## src/rtl/cbuf_pkg.sv

```systemverilog
// Shared types for the coherent register buffer.
// Assumes an 8-bit bus and 16-bit timer registers made of two byte lanes.
package cbuf_pkg;
    localparam int BYTE_W = 8;
    localparam int WORD_W = 2 * BYTE_W;

    typedef logic [BYTE_W-1:0] byte_t;
    typedef logic [WORD_W-1:0] word_t;

    // Markers recording which lanes hold fresh staged data
    typedef struct packed {
        logic hi_seen;
        logic lo_seen;
    } seen_t;
endpackage

```

## src/rtl/cbuf_shadow.sv

```systemverilog
// Staging buffer for one 16-bit register.
// Keeps both staged bytes and a marker per lane. It presents the word as it
// stands including this cycle's write, and flags when both lanes are staged.
// Assumes cancel and take are single-cycle strobes. Cancel discards the
// incoming byte and has priority.
module cbuf_shadow
    import cbuf_pkg::*;
(
    input  logic  clk,
    input  logic  rst_n,
    input  logic  wr_hi,
    input  logic  wr_lo,
    input  byte_t wr_byte,
    input  logic  cancel,
    input  logic  take,
    output word_t staged_word,
    output logic  pair_ready
);
    byte_t hi_q, lo_q, hi_n, lo_n;
    seen_t seen_q, seen_n;

    // Merge this cycle's lane writes into the staged bytes and markers
    always_comb begin
        hi_n           = wr_hi ? wr_byte : hi_q;
        lo_n           = wr_lo ? wr_byte : lo_q;
        seen_n.hi_seen = seen_q.hi_seen | wr_hi;
        seen_n.lo_seen = seen_q.lo_seen | wr_lo;
    end

    assign staged_word = {hi_n, lo_n};
    assign pair_ready  = seen_n.hi_seen & seen_n.lo_seen;

    // Update the staging registers; a cancel or a transfer clears the markers
    always_ff @(posedge clk) begin
        if (!rst_n) begin
            hi_q   <= '0;
            lo_q   <= '0;
            seen_q <= '0;
        end else if (cancel) begin
            seen_q <= '0;
        end else if (take) begin
            hi_q   <= hi_n;
            lo_q   <= lo_n;
            seen_q <= '0;
        end else begin
            hi_q   <= hi_n;
            lo_q   <= lo_n;
            seen_q <= seen_n;
        end
    end
endmodule

```

## src/rtl/cbuf_commit.sv

```systemverilog
// Transfer gate and live register for one 16-bit register.
// Loads the staged word when the pair is complete, no cancel is present, and
// either compare mode is in effect or the period boundary is signalled.
// Assumes period_edge is a single-cycle strobe.
module cbuf_commit
    import cbuf_pkg::*;
(
    input  logic  clk,
    input  logic  rst_n,
    input  logic  pair_ready,
    input  word_t staged_word,
    input  logic  cancel,
    input  logic  pwm_mode,
    input  logic  period_edge,
    output logic  take,
    output word_t live_q
);
    // Decide whether this cycle transfers staged data
    always_comb begin
        take = pair_ready & ~cancel & (~pwm_mode | period_edge);
    end

    // Hold the live value, loading it on a transfer
    always_ff @(posedge clk) begin
        if (!rst_n) begin
            live_q <= '0;
        end else if (take) begin
            live_q <= staged_word;
        end
    end
endmodule

```

## src/rtl/cbuf_bank.sv

```systemverilog
// Bank of coherent 16-bit timer registers written over an 8-bit bus.
// Slot 0 is intended for the period limit and the rest for channel values,
// but all slots behave alike. Register decoding is done outside.
// Assumes all strobes are already qualified per slot and last one cycle.
module cbuf_bank
    import cbuf_pkg::*;
#(
    parameter int NREG = 3
) (
    input  logic                  clk,
    input  logic                  rst_n,
    input  logic [NREG-1:0]       wr_hi,
    input  logic [NREG-1:0]       wr_lo,
    input  logic [BYTE_W-1:0]     wr_byte,
    input  logic [NREG-1:0]       ctrl_wr,
    input  logic [NREG-1:0]       pwm_mode,
    input  logic                  period_edge,
    output logic [NREG*WORD_W-1:0] live_val
);
    localparam int FLAT_W = NREG * WORD_W;

    for (genvar s = 0; s < NREG; s++) begin : g_slot
        word_t staged;
        word_t live;
        logic  ready;
        logic  take;

        cbuf_shadow u_shadow (
            .clk        (clk),
            .rst_n      (rst_n),
            .wr_hi      (wr_hi[s]),
            .wr_lo      (wr_lo[s]),
            .wr_byte    (wr_byte),
            .cancel     (ctrl_wr[s]),
            .take       (take),
            .staged_word(staged),
            .pair_ready (ready)
        );

        cbuf_commit u_commit (
            .clk        (clk),
            .rst_n      (rst_n),
            .pair_ready (ready),
            .staged_word(staged),
            .cancel     (ctrl_wr[s]),
            .pwm_mode   (pwm_mode[s]),
            .period_edge(period_edge),
            .take       (take),
            .live_q     (live)
        );

        assign live_val[s*WORD_W +: WORD_W] = live;
    end

    initial begin
        if (FLAT_W != NREG * 16) $error("cbuf_bank: word width must be 16");
    end
endmodule

```

## config.mk

```make
export PLATFORM = sky130hd
export DESIGN_NAME = cbuf_bank
export DESIGN_NICKNAME = d
export VERILOG_FILES = /design/src/rtl/cbuf_pkg.sv /design/src/rtl/cbuf_shadow.sv /design/src/rtl/cbuf_commit.sv /design/src/rtl/cbuf_bank.sv
export SDC_FILE = /design/constraint.sdc
export NUM_CORES = 1
export LEC_CHECK = 0
export BUFFER_PORTS_ARGS = -buffer_cell sky130_fd_sc_hd__buf_2
export CAP_MARGIN = 40
export CORE_MARGIN = 2
export CORE_UTILIZATION = 51
export CTS_BUF_LIST = sky130_fd_sc_hd__clkbuf_8
export CTS_CLUSTER_SIZE = 20
export DETAILED_ROUTE_END_ITERATION = 8
export PLACE_DENSITY = 0.73
export RECOVER_POWER = 100
export SLEW_MARGIN = 40
export SYNTH_ARGS = -nofsm -noshare
export SYNTH_HDL_FRONTEND = slang
export SYNTH_SLANG_ARGS = --single-unit
```

## constraint.sdc

```tcl
create_clock -name clk -period 3.9 [get_ports clk]
set_input_delay 0.78 -clock clk [delete_from_list [all_inputs] [get_ports clk]]
set_output_delay 0.78 -clock clk [all_outputs]
set_load 0.05 [all_outputs]
```

==> results of run 1 <==
[final timing paths]
kind	startpoint	end	slack, ps
worst min-delay path	g_slot[2].u_commit.live_q[13]$_SDFFE_PN0P_	g_slot[2].u_commit.live_q[13]$_SDFFE_PN0P_	470
worst max register to register	g_slot[0].u_shadow.seen_q[0]$_SDFF_PP0_	g_slot[0].u_commit.live_q[15]$_SDFFE_PN0P_	2210
worst min register to register	g_slot[2].u_commit.live_q[13]$_SDFFE_PN0P_	g_slot[2].u_commit.live_q[13]$_SDFFE_PN0P_	470
worst max-delay path	ctrl_wr[2]	g_slot[2].u_commit.live_q[2]$_SDFFE_PN0P_	1510
[cells in the mapped netlist]
cell type | number | share of area (%)
nand2b_1 | 1 | 0.13
nor4bb_1 | 1 | 0.21
buf_6 | 6 | 1.4
mux2_4 | 8 | 2.5
mux2_2 | 40 | 9.4
buf_2 | 4 | 0.42
nor2_8 | 1 | 0.42
nor3_1 | 2 | 0.21
and2_1 | 74 | 9.6
buf_12 | 1 | 0.42
and2b_1 | 7 | 1.1
nor2_4 | 1 | 0.23
a21oi_1 | 2 | 0.21
nand2_1 | 59 | 4.6
nor4b_1 | 2 | 0.36
buf_4 | 3 | 0.47
a2111o_1 | 2 | 0.47
or4_4 | 1 | 0.23
o21ai_0 | 37 | 3.9
dfxtp_1 | 102 | 43
nor4_4 | 1 | 0.44
clkbuf_1 | 23 | 1.8
nor2_1 | 3 | 0.23
and4bb_2 | 1 | 0.26
nor2_2 | 2 | 0.26
nor2b_1 | 45 | 5.9
mux2i_1 | 59 | 12
inv_1 | 1 | 0.078
[per-layer routing]
layer	part of all wire [%]	track usage [%]	up-vias
met1	48	24.3	1541
met4	2.0	7.38	0
met2	46	29.4	62
met5	0	0	-
li1	-	-	1705
met3	3.7	3.26	16
[cell type report]
cell class | instances | area, µm²
Fill cell | 839 | 4000
Multi-Input combinational cell | 349 | 2510
Sequential cell | 102 | 2040
Timing Repair Buffer | 73 | 309
Clock buffer | 12 | 165
Tap cell | 111 | 139
Clock inverter | 4 | 30.0
Inverter | 1 | 3.75
[through the flow]
| stage | util (%) | cells | hold slack, ps |
|---|---|---|---|
| CTS | 57.6 | 652 | 463 |
| detailed placement | 55.5 | 636 | 449 |
| floorplan | - | 489 | 478 |
| finish | 56.5 | 652 | 465 |
| global route | 56.5 | 652 | 492 |
| global placement | 55.4 | 635 | 446 |
[power groups by stage]
stage | Clock (mW) | Combinational (mW) | Sequential [mW]
floorplan | 0 | 0.179 | 1.17
detailed placement | 0 | 0.280 | 1.12
global route | 0.699 | 0.299 | 1.11
finish | 0.645 | 0.272 | 1.10
CTS | 0.664 | 0.282 | 1.10
global placement | 0 | 0.275 | 1.12
[sequential cells by signal (all words and copies together), names as in the netlist]
name and flops:
g_slot.u_commit.live_q 48, g_slot.u_shadow.seen_q 6, g_slot.u_shadow.lo_q 24, g_slot.u_shadow.hi_q 24
[worst reg2reg max path: cells and delay by family, from the launching register on]
kind             cells  cell delay (ps)
AO/OA/AOI/OAI        1              770
multiplexers         1              440
flip-flops           1              320
AND/OR/NAND/NOR      1               50
[cells by family after synthesis]
group           after synthesis  synth area share, %
flops                       102                 42.5
buf+inv                      38                 4.58
mux                         107                 24.2
simple gates                201                 24.2
compound gates               41                 4.53
==> impl_metrics.py, run 1 <==
metrics = {
    "clock_tree": {
        "cts_buffers": 9,
        "cts_setup_buffers": 0,
        "cts.sink_count": 102,
        "insertion_delay_ps": 360,
        "cts_resized": 0,
        "cts_root_buf": "clkbuf_8",
        "clk_pin_slew_worst_paths_ps": 100,
        "cts_tree": "built",
        "cts_buffer_depth": 2,
        "htreeDepth": 3,
        "cts_hold_buf": 0,
    },
    "die": {
        "dieHeight_um": 101,
        "num_io_pins": 71,
        "row_count": 35,
        "coreArea_um2": 9200,
        "die-width_um": 101,
        "dieArea_um2": 10200,
        "initial_utilization_pct": 52.2,
    },
    "run": {
        "max-cap-violations": 0,
    },
    "setup_path": {
        "cp_max_fo": 32,
        "critical_path.max_stage_delay_ps": 830,
        "ff2ff_path_depth": 3,
        "path_buf_inv": 1,
        "cp.depth": 3,
        "cp_slowest_cell": "clkbuf_1",
        "crit_family": "buffers and inverters",
        "arrival_ps": 2650,
        "path_class": "input pin to register",
        "required_ps": 4160,
        "cp-end-kind": "register",
        "crit_path_start_kind": "input pin",
        "path_cells": "clkbuf_1 -> a2111o_1 -> mux2_2",
    },
    "route": {
        "vias": 3324,
        "antenna_left": 0,
        "drtIter0Drc": 133,
        "drt_pass1_iterations": 4,
        "routed_via_density": 5.10,
        "routedWlPerCell_um": 14.1,
        "drc_errors": 0,
        "wl_um": 9180,
    },
    "global_route": {
        "grt_first_pass_wirelength_um": 14600,
        "overflow": 0,
        "grt_usage_pct": 18.3,
        "grt_pass1_vias": 2983,
        "antenna_found_initial": 0,
        "grt_max_degree": 74,
    },
    "power": {
        "p_per_area_nw_per_um2": 388,
        "p_leak_nw": 2.18,
        "design_power_total_mw": 2.02,
        "p_sw_share_pct": 27.1,
        "power_frac_comb_pct": 13.5,
        "peakVddDrop_mv": 0.175,
        "seqPwrFrac_pct": 54.5,
        "intPower_mw": 1.47,
        "p_clk_share_pct": 32.0,
        "power.switching_mw": 0.548,
    },
    "sta": {
        "min_period_over_period_pct": 61.2,
        "finalSetupViolations": 0,
        "layout_setup_ws_ps": 1510,
        "fin_tns_setup_ps": 0,
        "min_period_ps": 2390,
        "worstMarginPinSlew_ps": 1250,
        "timing.fmax_mhz": 419,
        "drv_slew": 0,
        "rsz0062_at_grt": "false",
        "slew_headroom_pct": 16.9,
        "fin_skew_ps": 11.5,
        "hold_viol": 0,
    },
    "placement": {
        "place_congestion": 0.736,
        "post-place-ws_ps": 1460,
        "dpl.hpwl_um": 6020,
        "dpl-instance-area_um2": 5100,
        "io_buffers": 70,
    },
    "finish": {
        "drive_gt1_share_pct": 15.7,
        "nets": 559,
        "diodes": 0,
        "fin_area_um2": 5200,
        "layout_common_cells": "dfxtp_1 (102), and2_1 (65), nand2_1 (59), mux2i_1 (59), clkbuf_1 (51)",
        "syn_to_final_growth_pct": 8.26,
        "final_common_cell": "dfxtp_1",
    },
    "yosys": {
        "yosysSeqAreaShare_pct": 42.5,
        "synth_cells": 489,
        "synth-seq-cells": 102,
        "yosysUniqueCellTypes": 28,
        "synth_warnings": 0,
        "syn-num-nets": 512,
        "avgSynthCellArea_um2": 9.82,
        "syn_area_um2": 4800,
    },
    "worst_hold_path": {
        "min_path_cells": 2,
        "hold_class": "register to register",
    },
    "outcome": {
        "status": "completed",
    },
}
Power figures use the tool's default switching activity.
==> run 2: changes to the inputs <==
--- a/config.mk
+++ b/config.mk
@@ -5,6 +5,7 @@
 export SDC_FILE = /design/constraint.sdc
 export NUM_CORES = 1
 export LEC_CHECK = 0
+export ABC_AREA = 1
 export BUFFER_PORTS_ARGS = -buffer_cell sky130_fd_sc_hd__buf_2
 export CAP_MARGIN = 40
 export CORE_MARGIN = 2
@@ -12,7 +13,7 @@
 export CTS_BUF_LIST = sky130_fd_sc_hd__clkbuf_8
 export CTS_CLUSTER_SIZE = 20
 export DETAILED_ROUTE_END_ITERATION = 8
-export PLACE_DENSITY = 0.73
+export PLACE_DENSITY = 0.72
 export RECOVER_POWER = 100
 export SLEW_MARGIN = 40
 export SYNTH_ARGS = -nofsm -noshare
==> constraint.sdc (replaced) <==
create_clock -name clk -period 2.4 [get_ports clk]
set_input_delay 0.48 -clock clk [delete_from_list [all_inputs] [get_ports clk]]
set_output_delay 0.48 -clock clk [all_outputs]
set_load 0.05 [all_outputs]
==> run 2 against run 1 <==
Net effect:
- sequential share of layout area fell by 1.7 points
- sequential cell count did not move
- sequential power rose by 70%
- synthesized area rose by 4.1%
- worst hold slack got worse by 23 ps
- first-iteration DRC count rose by 35%
- non-clock buffer count rose by 2
==> impl_metrics.py, run 2 <==
metrics = {
    "setup_path": {
        "required_ps": 2670,
        "crit_path_start_kind": "input pin",
        "arrival_ps": 2040,
        "crit_family": "simple AND/OR/NAND/NOR gates",
        "path_class": "input pin to register",
        "cp_slowest_cell": "nor2_1",
        "cp_max_fo": 17,
        "ff2ff_path_depth": 7,
        "path_buf_inv": 3,
        "cp-end-kind": "register",
        "reg2reg_setup_slack_ps": 700,
        "timing.rr.start": "g_slot[2].u_shadow.seen_q[1]$_SDFF_PP0_",
        "critical_path.max_stage_delay_ps": 750,
        "timing.rr.end": "g_slot[2].u_shadow.seen_q[1]$_SDFF_PP0_",
        "path_cells": "buf_2 -> inv_4 -> nand2_1 -> nand2_4 -> nor2_1 -> inv_1 -> nand2_1 -> nor2_1",
    },
    "power": {
        "p_sw_share_pct": 31.0,
        "power.switching_mw": 1.21,
        "power_frac_comb_pct": 18.9,
        "peakVddDrop_mv": 0.354,
        "p_per_area_nw_per_um2": 720,
        "p_clk_share_pct": 33.4,
        "seqPwrFrac_pct": 47.7,
        "p_leak_nw": 2.85,
        "intPower_mw": 2.70,
    },
    "global_route": {
        "antenna_found_initial": 0,
        "grt_usage_pct": 21.8,
        "grt_max_degree": 54,
        "overflow": 0,
        "grt_first_pass_wirelength_um": 18200,
        "grt_pass1_vias": 3967,
    },
    "sta": {
        "min_period_over_period_pct": 73.7,
        "rsz0062_at_grt": "false",
        "fin_tns_setup_ps": 0,
        "hold_viol": 0,
        "worstMarginPinSlew_ps": 1320,
        "finalSetupViolations": 0,
        "min_period_ps": 1770,
        "drv_slew": 0,
        "slew_headroom_pct": 12.0,
        "fin_skew_ps": 8.33,
        "timing.fmax_mhz": 565,
    },
    "placement": {
        "io_buffers": 70,
        "place_congestion": 0.804,
        "dpl.hpwl_um": 7670,
        "dp_cells": 917,
    },
    "yosys": {
        "yosysTopAreaCell": "dfxtp_1",
        "yosysMostFrequentCell": "nand2_1",
        "synth_warnings": 0,
        "synthAdderAreaFrac_pct": 0,
        "synth_cells": 744,
        "syn-num-nets": 767,
        "synth_top_family_by_area": "simple AND/OR/NAND/NOR gates",
        "synth_compound_area_share_pct": 7.21,
        "synth-seq-cells": 102,
        "yosysUniqueCellTypes": 19,
        "synth_commonest_cells": "nand2_1 (246), inv_1 (119), nor2_1 (107)",
        "yosys.area_share.simple_pct": 37.0,
        "avgSynthCellArea_um2": 6.72,
        "synth_edf_count": 0,
        "synth_mux_area_share_pct": 0,
        "synthFlopType": "dfxtp_1",
        "yosysSeqAreaShare_pct": 40.9,
        "synthArstFlopShare_pct": 0,
        "synth_area_leaders": "dfxtp_1 (41%), nand2_1 (18%), inv_1 (8.9%)",
        "synth_xor_area_share_pct": 0,
        "synth_top_area_share_pct": 40.9,
        "syn_area_um2": 5000,
    },
    "route": {
        "drtIter0Drc": 180,
        "drt_pass1_iterations": 5,
        "routedWlPerCell_um": 11.9,
        "antenna_left": 0,
        "routed_via_density": 4.78,
        "drc_errors": 0,
        "vias": 4461,
        "wl_um": 11100,
    },
    "die": {
        "initial_utilization_pct": 51.9,
        "dieHeight_um": 103,
        "die-width_um": 103,
        "dieArea_um2": 10600,
        "row_count": 36,
        "coreArea_um2": 9640,
        "num_io_pins": 71,
    },
    "finish": {
        "final_common_cell": "nand2_1",
        "top_regs": "g_slot.u_commit.live_q: 48 flops, g_slot.u_shadow.hi_q: 24 flops, g_slot.u_shadow.lo_q: 24 flops",
        "layout_common_cells": "nand2_1 (249), inv_1 (119), nor2_1 (110)",
        "nets": 818,
        "syn_to_final_growth_pct": 8.64,
        "largest_register_ffs": 48,
        "seqCellArea_um2": 2040,
        "drive_gt1_share_pct": 8.25,
        "final_cells": 933,
        "multiInputGateArea_um2": 2160,
        "top_register": "g_slot.u_commit.live_q",
        "diodes": 0,
        "n_fill_cell": 1011,
    },
    "clock_tree": {
        "cts_hold_buf": 0,
        "cts_root_buf": "clkbuf_8",
        "cts_buffers": 9,
        "cts_tree": "built",
        "cts_setup_buffers": 0,
        "insertion_delay_ps": 370,
        "cts.sink_count": 102,
        "htreeDepth": 3,
        "cts_resized": 0,
        "clk_pin_slew_worst_paths_ps": 100,
        "cts_buffer_depth": 2,
    },
    "worst_hold_path": {
        "min_path_cells": 4,
        "hold_end": "g_slot[2].u_shadow.seen_q[1]$_SDFF_PP0_",
        "hold_class": "input pin to register",
        "hold_start": "ctrl_wr[2]",
    },
    "run": {
        "max-cap-violations": 0,
    },
    "outcome": {
        "status": "completed",
    },
}
## run 2: cell count changes in the layout (fill, tap and decap cells not counted), moves of 48 or more
cell,change
nand2_1,+190
inv_1,+118
nor2_1,+106
and2_1,-65
mux2i_1,-59
nand3_1,+51
o211ai_1,+48
## run 2: area by class of cell
class | instances | share of cell area, %
sequential | 102 | 37.6
clock inverter | 7 | 2.24
tap | 133 | 3.06
inverter | 130 | 9.26
clock buffer | 9 | 2.28
multi-input combinational | 477 | 39.8
timing repair buffer | 75 | 5.78
## run 2: cells by family (layout without fill, tap and decap cells)
kind of cell | count (synthesis) | after routing
AO/OA/AOI/OAI | 48 | 48
flip-flops | 102 | 102
buffers and inverters | 165 | 221
AND/OR/NAND/NOR | 429 | 429
## run 2: worst max path at each step
stage | startpoint | to | depth (start not counted)
final | wr_hi[2] | g_slot[2].u_shadow.seen_q[1]$_SDFF_PP0_ | 8
after global routing | wr_hi[2] | g_slot[2].u_shadow.seen_q[0]$_SDFF_PP0_ | 8
after CTS | g_slot[0].u_commit.live_q[15]$_SDFFE_PN0P_ | live_val[15] | 1
after detailed placement | wr_lo[0] | g_slot[0].u_commit.live_q[7]$_SDFFE_PN0P_ | 6
after global placement | wr_lo[0] | g_slot[0].u_commit.live_q[8]$_SDFFE_PN0P_ | 6
after floorplan | wr_lo[0] | g_slot[0].u_commit.live_q[14]$_SDFFE_PN0P_ | 7
## run 2: power groups by stage
stage | sequential [mW] | combinational, mW | clock, mW
global placement | 1.90 | 0.753 | 0
finish | 1.87 | 0.739 | 1.30
floorplan | 2.07 | 0.455 | 0
CTS | 1.87 | 0.771 | 1.33
global route | 1.88 | 0.824 | 1.41
detailed placement | 1.90 | 0.767 | 0
## run 2: routing by layer
| layer | global-route usage (%) | share of wire, % | up-vias |
|---|---|---|---|
| met2 | 36.7 | 49 | 95 |
| met5 | 0 | 0 | - |
| li1 | - | - | 2349 |
| met1 | 27.8 | 44 | 1998 |
| met3 | 4.14 | 5.6 | 19 |
| met4 | 8.40 | 2.2 | 0 |
## run 2: per-stage QoR
stage	hold slack, ps	instance area, µm²	worst slack (ps)	power, mW	utilization (%)
after CTS	426	5550	869	3.96	57.6
final	443	5430	631	3.91	56.3
after floorplan	449	5000	1130	2.52	-
after global routing	424	5430	437	4.12	56.3
after global placement	457	5310	732	2.65	55.1
after detailed placement	463	5310	693	2.67	55.1
## run 2: worst register-to-register path: cells and delay by family (launching register included)
kind,cells,cell delay (ps)
and+or+nand+nor,5,1060
DFF,1,360
buffers and inverters,2,190
==> run 3: changes to the inputs <==
--- a/config.mk
+++ b/config.mk
@@ -5,7 +5,7 @@
 export SDC_FILE = /design/constraint.sdc
 export NUM_CORES = 1
 export LEC_CHECK = 0
-export ABC_AREA = 1
+export ABC_AREA = 0
 export BUFFER_PORTS_ARGS = -buffer_cell sky130_fd_sc_hd__buf_2
 export CAP_MARGIN = 40
 export CORE_MARGIN = 2
@@ -13,7 +13,7 @@
 export CTS_BUF_LIST = sky130_fd_sc_hd__clkbuf_8
 export CTS_CLUSTER_SIZE = 20
 export DETAILED_ROUTE_END_ITERATION = 8
-export PLACE_DENSITY = 0.72
+export PLACE_DENSITY = 0.75
 export RECOVER_POWER = 100
 export SLEW_MARGIN = 40
 export SYNTH_ARGS = -nofsm -noshare
==> constraint.sdc (replaced) <==
create_clock -name clk -period 1.62 [get_ports clk]
set_input_delay 0.324 -clock clk [delete_from_list [all_inputs] [get_ports clk]]
set_output_delay 0.324 -clock clk [all_outputs]
set_load 0.05 [all_outputs]
==> run 3 against run 2 <==
Net effect:
- sequential share of layout area grew 0.63 points
- clock-buffer cell count is the same
- die area shrank 3.8%
- critical path type is now register to output port
==> impl_metrics.py, run 3 (same netlist as run 1, synthesis figures left out) <==
metrics = {
    "clock_tree": {
        "insertion_delay_ps": 350,
        "cts_root_buf": "clkbuf_8",
        "cts_buffers": 9,
        "cts_tree": "built",
        "htreeDepth": 3,
        "cts_hold_buf": 0,
        "clk_pin_slew_worst_paths_ps": 90,
        "cts_setup_buffers": 0,
        "cts_buffer_depth": 2,
        "cts_resized": 0,
        "cts.sink_count": 102,
    },
    "setup_path": {
        "timing.rr.end": "g_slot[2].u_commit.live_q[10]$_SDFFE_PN0P_",
        "path_class": "register to output port",
        "cp_slowest_cell": "clkbuf_1",
        "crit_family": "buffers and inverters",
        "timing.rr.start": "g_slot[2].u_shadow.seen_q[1]$_SDFF_PP0_",
        "critical_path.max_stage_delay_ps": 470,
        "arrival_ps": 1160,
        "crit_path_start_kind": "register",
        "cp-end-kind": "output port",
        "path_buf_inv": 1,
        "ff2ff_path_depth": 4,
        "cp_max_fo": 2,
        "path_cells": "clkbuf_1",
        "reg2reg_setup_slack_ps": 150,
        "required_ps": 1300,
    },
    "sta": {
        "timing.fmax_mhz": 673,
        "hold_viol": 0,
        "rsz0062_at_grt": "false",
        "min_period_over_period_pct": 91.7,
        "fin_tns_setup_ps": 0,
        "worstMarginPinSlew_ps": 894,
        "min_period_ps": 1490,
        "finalSetupViolations": 0,
        "drv_slew": 0,
        "fin_skew_ps": 10.9,
        "slew_headroom_pct": 40.4,
    },
    "worst_hold_path": {
        "min_path_cells": 2,
        "hold_start": "ctrl_wr[0]",
        "hold_end": "g_slot[0].u_shadow.seen_q[1]$_SDFF_PP0_",
        "hold_class": "input pin to register",
    },
    "die": {
        "dieHeight_um": 101,
        "initial_utilization_pct": 52.2,
        "die-width_um": 101,
        "num_io_pins": 71,
        "row_count": 35,
        "dieArea_um2": 10200,
        "coreArea_um2": 9200,
    },
    "finish": {
        "final_common_cell": "dfxtp_1",
        "diodes": 0,
        "nets": 573,
        "layout_common_cells": "dfxtp_1 (102), nand2_1 (59), mux2i_1 (59)",
        "syn_to_final_growth_pct": 11.2,
        "drive_gt1_share_pct": 22.2,
        "top_regs": "g_slot.u_commit.live_q: 48 flops, g_slot.u_shadow.hi_q: 24 flops, g_slot.u_shadow.lo_q: 24 flops",
        "largest_register_ffs": 48,
        "top_register": "g_slot.u_commit.live_q",
        "final_cells": 666,
    },
    "global_route": {
        "grt_first_pass_wirelength_um": 15400,
        "grt_pass1_vias": 3201,
        "overflow": 0,
        "antenna_found_initial": 0,
        "grt_usage_pct": 19.3,
        "grt_max_degree": 96,
    },
    "route": {
        "routedWlPerCell_um": 14.0,
        "drtIter0Drc": 134,
        "vias": 3394,
        "routed_via_density": 5.10,
        "wl_um": 9350,
        "drc_errors": 0,
        "antenna_left": 0,
        "drt_pass1_iterations": 4,
    },
    "power": {
        "seqPwrFrac_pct": 54.4,
        "p_sw_share_pct": 26.6,
        "power.switching_mw": 1.29,
        "intPower_mw": 3.57,
        "p_clk_share_pct": 31.3,
        "power_frac_comb_pct": 14.2,
        "p_per_area_nw_per_um2": 911,
        "peakVddDrop_mv": 0.452,
        "p_leak_nw": 2.35,
    },
    "outcome": {
        "status": "completed",
    },
    "placement": {
        "dp_cells": 650,
        "dpl.hpwl_um": 6240,
        "place_congestion": 0.752,
        "io_buffers": 70,
    },
    "run": {
        "max-cap-violations": 0,
    },
}
## run 3: changes by cell type in the layout (fill, tap and decap cells not counted), moves of 8 or more
cell      change
and2_0       +30
and2_1       +44
clkbuf_1     -32
clkbuf_2     +38
inv_1       -116
mux2_1        +8
mux2_2       +40
mux2i_1      +59
nand2_1     -190
nand3_1      -51
nor2_1      -104
nor2b_1      +45
o211ai_1     -48
o21ai_0      +37
## run 3: worst max-delay path by stage
| stage | from | endpoint | cells past startpoint |
|---|---|---|---|
| 2_1_floorplan | wr_hi[1] | g_slot[1].u_commit.live_q[10]$_SDFFE_PN0P_ | 5 |
| 3_3_place_gp | pwm_mode[1] | g_slot[1].u_commit.live_q[8]$_SDFFE_PN0P_ | 5 |
| 3_5_place_dp | pwm_mode[1] | g_slot[1].u_commit.live_q[5]$_SDFFE_PN0P_ | 5 |
| 4_1_cts | g_slot[2].u_shadow.seen_q[1]$_SDFF_PP0_ | g_slot[2].u_commit.live_q[10]$_SDFFE_PN0P_ | 4 |
| 5_1_grt | wr_hi[2] | g_slot[2].u_commit.live_q[11]$_SDFFE_PN0P_ | 5 |
| 6_report | g_slot[2].u_commit.live_q[1]$_SDFFE_PN0P_ | live_val[33] | 1 |
## run 3: per-layer routing
layer	routed length, µm	share of wire, %	GRT usage (%)	vias up
met2	4470	48	31.3	49
met4	182	1.9	8.63	0
met3	337	3.6	3.61	11
met1	4360	47	25.0	1606
met5	0	0	0	-
li1	-	-	-	1728
## run 3: worst reg2reg max path, delay by kind of cell, from the launching register on
kind	cells	cell delay, ps
mux	1	320
flops	1	420
buf+inv	1	170
compound gates	1	380
simple gates	1	60
## run 3: layout make-up
class	count	area, µm²
fill	843	3860
multi-input combinational	349	2490
sequential	102	2040
timing repair buffer	87	479
tap	111	139
clock buffer	9	124
clock inverter	7	57.6
inverter	1	3.75
## run 3: per-stage QoR
| step | total power, mW | hold slack [ps] | util (%) | area [µm²] | setup slack [ps] |
|---|---|---|---|---|---|
| finish | 4.86 | 231 | 58.1 | 5340 | 134 |
| global route | 5.10 | 223 | 58.1 | 5340 | 81.3 |
| CTS | 4.95 | 213 | 59.1 | 5440 | 169 |
| detailed placement | 3.43 | 453 | 57.1 | 5250 | 18.6 |
| global placement | 3.41 | 446 | 57.1 | 5250 | 52.7 |
| floorplan | 3.24 | 478 | - | 4810 | 33.6 |
## run 3: power groups by stage
stage               sequential, mW  combinational [mW]  clock [mW]
global placement              2.70               0.708           0
detailed placement            2.70               0.721           0
global route                  2.66               0.761        1.68
floorplan                     2.81               0.432           0
finish                        2.65               0.692        1.52
CTS                           2.65               0.725        1.58
